`src/rtl/uart_tx_pkg.sv`:
```
`timescale 1ns/1ps
package uart_tx_pkg;
  localparam int DATA_W = 8;
  // data bits + parity + two stop bits
  localparam int BODY_W = DATA_W + 3;
  localparam int CNT_W  = 4;

  typedef struct packed {
    logic       par_en;
    logic       par_even;
    logic       two_stop;
    logic [1:0] len_code;
  } line_fmt_t;

  typedef enum logic [1:0] {
    SEL_FMT  = 2'd0,
    SEL_DIV  = 2'd1,
    SEL_FRAC = 2'd2,
    SEL_NONE = 2'd3
  } cfg_sel_e;
endpackage

```
`src/rtl/uart_tx_cfg.sv`:
```
`timescale 1ns/1ps
module uart_tx_cfg
  import uart_tx_pkg::*;
#(
  parameter int DIV_W    = 16,
  parameter int SCALED_W = 16,
  parameter int FRAC_W   = 3,
  localparam int PER_W   = SCALED_W + 1
) (
  input  logic             clk,
  input  logic             rst,
  input  logic             we,
  input  logic [1:0]       sel,
  input  logic [DIV_W-1:0] wdata,
  output line_fmt_t        fmt,
  output logic [PER_W-1:0] period,
  output logic             div_nz
);
  line_fmt_t           fmt_q;
  logic [DIV_W-1:0]    div_q;
  logic [FRAC_W-1:0]   frac_q;
  logic [SCALED_W-1:0] scaled;

  always_ff @(posedge clk) begin
    if (rst) begin
      fmt_q  <= '0;
      div_q  <= '0;
      frac_q <= '0;
    end else if (we) begin
      case (cfg_sel_e'(sel))
        SEL_FMT:  fmt_q  <= '{par_en: wdata[5], par_even: wdata[3],
                              two_stop: wdata[2], len_code: wdata[1:0]};
        SEL_DIV:  div_q  <= wdata;
        SEL_FRAC: frac_q <= wdata[FRAC_W-1:0];
        default:  ;
      endcase
    end
  end

  // scaled integer term keeps only its low SCALED_W bits
  assign scaled = SCALED_W'({div_q, 4'b0000});
  assign period = {1'b0, scaled} + PER_W'(frac_q) + PER_W'(16);
  assign div_nz = |div_q;
  assign fmt    = fmt_q;

  // code 3 writes must not disturb any register
  p_sel_none_inert_r10: assert property (@(posedge clk) disable iff (rst)
    (we && sel == 2'd3) |=> ($stable(div_q) && $stable(frac_q) && $stable(fmt_q)));
endmodule

```
`src/rtl/uart_tx_baud.sv`:
```
`timescale 1ns/1ps
module uart_tx_baud #(
  parameter int PER_W = 17
) (
  input  logic             clk,
  input  logic             rst,
  input  logic             run,
  input  logic [PER_W-1:0] period,
  output logic             tick
);
  logic [PER_W-1:0] cnt;

  assign tick = run && (cnt == period - PER_W'(1));

  always_ff @(posedge clk) begin
    if (rst || !run) cnt <= '0;
    else if (tick)   cnt <= '0;
    else             cnt <= cnt + PER_W'(1);
  end

  p_cnt_in_period_r5: assert property (@(posedge clk) disable iff (rst)
    run |-> (cnt < period));
endmodule

```
`src/rtl/uart_tx_shift.sv`:
```
`timescale 1ns/1ps
module uart_tx_shift
  import uart_tx_pkg::*;
#(
  parameter int PER_W = 17
) (
  input  logic              clk,
  input  logic              rst,
  input  logic              start,
  input  line_fmt_t         fmt,
  input  logic [DATA_W-1:0] data,
  input  logic [PER_W-1:0]  period_in,
  input  logic              tick,
  output logic              txd,
  output logic              busy,
  output logic              done,
  output logic [PER_W-1:0]  period_q
);
  logic [CNT_W-1:0]  nb, after_start, left;
  logic [DATA_W-1:0] d_m;
  logic              par;
  logic [BODY_W-1:0] body, sh;

  assign nb = CNT_W'(5) + CNT_W'(fmt.len_code);
  assign after_start = nb + CNT_W'(fmt.par_en) + CNT_W'(1) + CNT_W'(fmt.two_stop);

  always_comb begin
    body = '1;
    d_m  = '0;
    for (int i = 0; i < DATA_W; i++) begin
      if (CNT_W'(i) < nb) begin
        d_m[i]  = data[i];
        body[i] = data[i];
      end
    end
    par = fmt.par_even ? ^d_m : ~^d_m;
    for (int i = 0; i <= DATA_W; i++) begin
      if (fmt.par_en && CNT_W'(i) == nb) body[i] = par;
    end
  end

  assign done = busy && tick && (left == '0);

  always_ff @(posedge clk) begin
    if (rst) begin
      txd      <= 1'b1;
      busy     <= 1'b0;
      sh       <= '1;
      left     <= '0;
      period_q <= '0;
    end else if (!busy && start) begin
      busy     <= 1'b1;
      txd      <= 1'b0;
      sh       <= body;
      left     <= after_start;
      period_q <= period_in;
    end else if (busy && tick) begin
      if (left == '0) begin
        busy <= 1'b0;
        txd  <= 1'b1;
      end else begin
        txd  <= sh[0];
        sh   <= {1'b1, sh[BODY_W-1:1]};
        left <= left - CNT_W'(1);
      end
    end
  end

  p_idle_high_r8: assert property (@(posedge clk) disable iff (rst)
    !busy |-> txd);
  p_start_low_r8: assert property (@(posedge clk) disable iff (rst)
    $rose(busy) |-> !txd);
  p_bit_hold_r5: assert property (@(posedge clk) disable iff (rst)
    (busy && !tick) |=> $stable(txd));
  p_period_frozen_r9: assert property (@(posedge clk) disable iff (rst)
    (busy && !done) |=> $stable(period_q));
endmodule

```
`src/rtl/uart_tx_framer.sv`:
```
`timescale 1ns/1ps
module uart_tx_framer
  import uart_tx_pkg::*;
#(
  parameter int DIV_W    = 16,
  parameter int SCALED_W = 16,
  parameter int FRAC_W   = 3
) (
  input  logic              clk,
  input  logic              rst,
  input  logic              cfg_we,
  input  logic [1:0]        cfg_sel,
  input  logic [DIV_W-1:0]  cfg_wdata,
  input  logic              tx_valid,
  input  logic [DATA_W-1:0] tx_data,
  output logic              tx_ready,
  output logic              txd,
  output logic              buf_empty,
  output logic              xmit_empty
);
  localparam int PER_W = SCALED_W + 1;

  line_fmt_t         fmt;
  logic [PER_W-1:0]  period, period_q;
  logic              div_nz, tick, busy, done, start, accept;
  logic              hold_full, buf_empty_q, xmit_empty_q;
  logic [DATA_W-1:0] hold_data;

  uart_tx_cfg #(.DIV_W(DIV_W), .SCALED_W(SCALED_W), .FRAC_W(FRAC_W)) u_cfg (
    .clk(clk), .rst(rst), .we(cfg_we), .sel(cfg_sel), .wdata(cfg_wdata),
    .fmt(fmt), .period(period), .div_nz(div_nz)
  );

  uart_tx_baud #(.PER_W(PER_W)) u_baud (
    .clk(clk), .rst(rst), .run(busy), .period(period_q), .tick(tick)
  );

  uart_tx_shift #(.PER_W(PER_W)) u_shift (
    .clk(clk), .rst(rst), .start(start), .fmt(fmt), .data(hold_data),
    .period_in(period), .tick(tick), .txd(txd), .busy(busy), .done(done),
    .period_q(period_q)
  );

  assign accept = tx_valid && buf_empty_q;
  assign start  = hold_full && !busy && div_nz;

  always_ff @(posedge clk) begin
    if (rst) begin
      hold_full    <= 1'b0;
      hold_data    <= '0;
      buf_empty_q  <= 1'b1;
      xmit_empty_q <= 1'b1;
    end else if (accept) begin
      hold_full    <= 1'b1;
      hold_data    <= tx_data;
      buf_empty_q  <= 1'b0;
      xmit_empty_q <= 1'b0;
    end else if (done) begin
      hold_full    <= 1'b0;
      buf_empty_q  <= 1'b1;
      xmit_empty_q <= 1'b1;
    end
  end

  assign tx_ready   = buf_empty_q;
  assign buf_empty  = buf_empty_q;
  assign xmit_empty = xmit_empty_q;

  p_accept_clears_r7: assert property (@(posedge clk) disable iff (rst)
    (tx_valid && tx_ready) |=> (!buf_empty && !xmit_empty));
  p_busy_not_ready_r7: assert property (@(posedge clk) disable iff (rst)
    busy |-> !tx_ready);
  p_zero_div_idle_r6: assert property (@(posedge clk) disable iff (rst)
    (!div_nz && !busy) |=> !busy);
endmodule

```
`config.mk`:
```
export PLATFORM = sky130hd
export DESIGN_NAME = uart_tx_framer
export DESIGN_NICKNAME = d
export VERILOG_FILES = /design/src/rtl/uart_tx_pkg.sv /design/src/rtl/uart_tx_cfg.sv /design/src/rtl/uart_tx_baud.sv /design/src/rtl/uart_tx_shift.sv /design/src/rtl/uart_tx_framer.sv
export SDC_FILE = /design/constraint.sdc
export NUM_CORES = 1
export LEC_CHECK = 0
export BUFFER_PORTS_ARGS = -buffer_cell sky130_fd_sc_hd__buf_2
export CORE_ASPECT_RATIO = 2
export CORE_MARGIN = 2
export CORE_UTILIZATION = 54
export DETAILED_ROUTE_END_ITERATION = 10
export PLACE_DENSITY = 0.76
export SKIP_LAST_GASP = 1
export SYNTH_ARGS = -nofsm -noshare
export SYNTH_HDL_FRONTEND = slang
export SYNTH_SLANG_ARGS = --single-unit
```
`constraint.sdc`:
```
create_clock -name clk -period 2.7 [get_ports clk]
set_clock_uncertainty 0.1 [all_clocks]
set_input_delay 0 -clock clk [delete_from_list [all_inputs] [get_ports clk]]
set_output_delay 0 -clock clk [all_outputs]
set_load 0.01 [all_outputs]
```
==> reports/qor.log <==
qor: placed_design.placer_congestion 1.03
qor: clocking.htree_num_levels 3
qor: routing.initialDrtViolationCount 200
qor: synthesis.synth.cell_area 0.00440 mm2
qor: synthesis.largest_cells_by_area_after_synthesis sky130_fd_sc_hd__dfxtp_1, sky130_fd_sc_hd__nand2_1, sky130_fd_sc_hd__xnor2_1
qor: layout.fin_nets 661
qor: routing.route.detailed.wl_per_inst 15.7 um
qor: layout.area.growth.synth_to_final 25.9%
qor: status.violations setup timing
qor: placed_design.place_area 0.00481 mm2
qor: synthesis.synth_common_cells sky130_fd_sc_hd__dfxtp_1, sky130_fd_sc_hd__nand2_1, sky130_fd_sc_hd__nor2_1, sky130_fd_sc_hd__a21oi_1, sky130_fd_sc_hd__xnor2_1
qor: sta.final-hold-violation-count 0
qor: clocking.tritoncts_num_sinks 82
qor: synthesis.synth_top_family_by_area simple AND/OR/NAND/NOR gates
qor: layout.antenna_cells_inserted 0
qor: routing.drtAntennaViolNets 0
qor: synthesis.leading_area_contributor_after_synthesis sky130_fd_sc_hd__dfxtp_1
qor: routing.routed_via_density 5.59
qor: die.die_area 0.00894 mm2
qor: global_routing.global_route.overflow_total 0
qor: placed_design.placement.setup.worst_slack -102 ps
qor: synthesis.yosysSeqAreaShare 37.3%
qor: routing.dr_drc_count 0
qor: critical_path.cp_data_arrival_time 2910 ps
qor: routing.routed_wl 11,200 um
qor: critical_path.worst_setup_path_start_kind register
qor: global_routing.antenna_found_initial 0
qor: critical_path.rr_endpoint u_baud.cnt[2]
qor: sta.unrepaired_setup_endpoints_after_global_routing yes
qor: layout.drive_above_1_share 18.9%
qor: power.ir_worst_vdd 0.522 mV
qor: critical_path.worstRegToRegCells 13
qor: placed_design.buffer_ports.inserted 33
qor: synthesis.synthesis.yosys.warnings 0
qor: worst_hold_path.hold_path_end u_cfg.fmt[3]
qor: critical_path.timing.critical_path.required 2840 ps
qor: critical_path.setup_crit_end_kind register
qor: sta.worst_pin_slew 1010 ps
qor: sta.final_max_slew_viol_count 0
qor: synthesis.yosysUniqueCellTypes 55
qor: sta.slew_headroom 32.3%
qor: synthesis.syn-num-nets 587
qor: worst_hold_path.min_path_cells 4
qor: global_routing.global_route.usage.total 27.0%
qor: sta.clock.fmax 361 MHz
qor: worst_hold_path.worstHoldStart cfg_sel[0]
qor: synthesis.async_reset_ff_share 0%
qor: critical_path.crit_fanout 8
qor: power.p_leak 0.00218 uW
qor: status.status finished, violations left
qor: clocking.clk_transition_reported_paths 60 ps
qor: synthesis.yosys.area_share.xor_xnor 11.1%
qor: global_routing.grt_max_degree 42
qor: clocking.root_buffer sky130_fd_sc_hd__clkbuf_16
qor: layout.final_design_area_no_fill 0.00554 mm2
qor: clocking.clock_tree_from_tritoncts yes
qor: routing.dr_total_vias 3,999
qor: sta.setup_viol 12
qor: synthesis.synth_area_in_adders 4.72%
qor: die.dieWidth 67.9 um
qor: sta.layout_setup_ws -68.9 ps
qor: synthesis.synth-compound-area-share 14.1%
qor: sta.layout_min_cycle_time 2770 ps
qor: synthesis.post_synthesis_mux_area_share 3.18%
qor: routing.drt_first_pass_iters 6
qor: synthesis.dominant_synthesized_flop_cell sky130_fd_sc_hd__dfxtp_1
qor: synthesis.synth.most_common_cell sky130_fd_sc_hd__dfxtp_1
qor: synthesis.netlist_instances 541
qor: synthesis.synth.ff_latch_count 82
qor: synthesis.syn_area_per_cell 8.14 um2
qor: worst_hold_path.worst_hold_path_type primary input to register
qor: die.floorplan.initialDensity 55.4%
qor: placed_design.dpl.hpwl 7850 um
qor: critical_path.rrSetupSlack -70 ps
qor: die.io_pins 34
qor: sta.layout_worst_path_cycle_share 103%
qor: clocking.clockBufferDepth 2
qor: die.floorplan.rows 46
qor: synthesis.synth_top_cell_area_share 37.3%
qor: critical_path.worst_reg2reg_startpoint u_shift.period_q[1]
qor: sta.finalHoldWorstSlack 26.9 ps
qor: global_routing.grt_first_pass_wirelength 18,400 um
qor: synthesis.synth_edf_count 0
qor: global_routing.first_global_vias 3,951
qor: clocking.insertion_delay 350 ps
qor: layout.fillerInstances 649
qor: clocking.cts_made_buffers 9
qor: die.core_area 0.00794 mm2
qor: critical_path.timing.setup.critical_path_class register to register
qor: die.dieHeight 132 um
qor: synthesis.synth-simple-area-share 25.4%
qor: flow_run.cap_violations 0
qor: power.power_per_cell_area 572 mW/mm2
-- worst max-delay path: stages, from the launching register on --
cell	delay, ps
sky130_fd_sc_hd__dfxtp_2	360
sky130_fd_sc_hd__inv_2	50
sky130_fd_sc_hd__ha_4	160
sky130_fd_sc_hd__nor4b_2	150
sky130_fd_sc_hd__buf_4	160
sky130_fd_sc_hd__nand2_1	80
sky130_fd_sc_hd__a21oi_1	70
sky130_fd_sc_hd__nor3b_1	600
sky130_fd_sc_hd__o22ai_1	240
sky130_fd_sc_hd__buf_4	220
sky130_fd_sc_hd__o21ai_4	150
sky130_fd_sc_hd__buf_4	160
sky130_fd_sc_hd__buf_16	120
sky130_fd_sc_hd__nor2_1	40
-- timing repair --
action / in CTS / in global routing
endpoints found under the setup margin: 31 / 34
gates resized for setup: 24 / 15
setup buffers: 3 / 1
endpoints found under the hold margin: 33 / 0
cloned: 1 / 0
pin swaps: 8 / 3
hold buffers: 25 / 0
-- metrics by stage --
stage	TNS (ps)	cells	total power (uW)	util, %
after floorplan	0	541	1720	-
after global placement	-338	671	1900	60.5
after detailed placement	-1660	671	1910	60.5
after CTS	-1050	716	3160	69.1
after global routing	-2930	716	3300	69.8
final	-575	716	3170	69.8
-- logic make-up (layout without fill, tap and decap cells) --
group                      count (synthesis)  count (layout)
and+or+nand+nor                          235             235
xor gates and xnor gates                  54              54
buffers and inverters                     46             125
adders and majority gates                 16              16
muxes                                     14              14
AOI/OAI and AO/OA                         94              94
DFF                                       82              82
-- layer usage --
metal	wire, um	track usage [%]	vias to the layer above
met5	0	0	-
met4	350	12.2	0
met3	267	5.91	24
met2	6400	49.6	68
met1	4210	27.4	1882
li1	-	-	2025
-- cells in the final DEF, fill, tap and decap left out, types with 2 or more instances in the layout --
| cell | instances |
|---|---|
| sky130_fd_sc_hd__dfxtp_1 | 79 |
| sky130_fd_sc_hd__nand2_1 | 77 |
| sky130_fd_sc_hd__nor2_1 | 60 |
| sky130_fd_sc_hd__a21oi_1 | 38 |
| sky130_fd_sc_hd__buf_2 | 33 |
| sky130_fd_sc_hd__xnor2_1 | 29 |
| sky130_fd_sc_hd__buf_4 | 28 |
| sky130_fd_sc_hd__dlygate4sd3_1 | 25 |
| sky130_fd_sc_hd__xor2_1 | 24 |
| sky130_fd_sc_hd__a211oi_1 | 20 |
| sky130_fd_sc_hd__nand3_1 | 17 |
| sky130_fd_sc_hd__inv_1 | 16 |
| sky130_fd_sc_hd__mux2i_1 | 14 |
| sky130_fd_sc_hd__ha_1 | 14 |
| sky130_fd_sc_hd__nor3_1 | 11 |
| sky130_fd_sc_hd__and3_1 | 10 |
| sky130_fd_sc_hd__o21ai_0 | 9 |
| sky130_fd_sc_hd__clkbuf_16 | 9 |
| sky130_fd_sc_hd__nand4_1 | 7 |
| sky130_fd_sc_hd__nor2b_1 | 6 |
| sky130_fd_sc_hd__nor3_2 | 5 |
| sky130_fd_sc_hd__nand2b_1 | 5 |
| sky130_fd_sc_hd__and2_1 | 5 |
| sky130_fd_sc_hd__nor2_4 | 5 |
| sky130_fd_sc_hd__nor4_1 | 4 |
| sky130_fd_sc_hd__a311oi_1 | 4 |
| sky130_fd_sc_hd__nand3b_1 | 4 |
| sky130_fd_sc_hd__buf_6 | 4 |
| sky130_fd_sc_hd__or3_1 | 3 |
| sky130_fd_sc_hd__dfxtp_2 | 3 |
| sky130_fd_sc_hd__inv_2 | 2 |
| sky130_fd_sc_hd__nor3b_1 | 2 |
| sky130_fd_sc_hd__nor4_4 | 2 |
| sky130_fd_sc_hd__a21o_1 | 2 |
| sky130_fd_sc_hd__and3_4 | 2 |
| sky130_fd_sc_hd__o32ai_1 | 2 |
| sky130_fd_sc_hd__clkinvlp_4 | 2 |
| sky130_fd_sc_hd__inv_6 | 2 |
-- area by class of cell --
type | instances | area (um2) | area share [%]
multi-input cells | 413 | 2730 | 49.2
flip-flops and latches | 82 | 1650 | 29.7
repair buffers | 91 | 698 | 12.6
clock buffers | 10 | 239 | 4.31
well taps | 96 | 120 | 2.17
inverters | 18 | 67.6 | 1.22
clock inverters | 6 | 48.8 | 0.880
-- worst max path at each step --
| stage | from | end | slack, ps | depth (start not counted) |
|---|---|---|---|---|
| floorplan | u_shift.period_q[0] | u_shift.txd | 30 | 9 |
| global placement | u_shift.period_q[0] | u_shift.sh[5] | -40 | 10 |
| detailed placement | u_shift.period_q[0] | u_shift.sh[4] | -100 | 10 |
| CTS | u_shift.period_q[0] | u_baud.cnt[2] | -80 | 11 |
| global route | u_shift.period_q[1] | u_baud.cnt[6] | -170 | 13 |
| finish | u_shift.period_q[1] | u_baud.cnt[2] | -70 | 13 |
-- sequential cells by signal (all words and copies together), names as in the netlist, 3 cells and up --
register,count
u_baud.cnt,17
u_cfg.div_q,16
u_shift.period_q,16
u_shift.sh,9
hold_data,8
u_cfg.fmt,5
u_shift.left,4
u_cfg.frac_q,3
-- report_power, final --
group	leakage, uW	total (uW)	internal [uW]	switching, uW
Clock	0.000137	1190	659	532
Sequential	0.000668	1320	1260	58.0
Combinational	0.00138	660	296	364
Note: power is estimated with default switching activity, not from simulation.
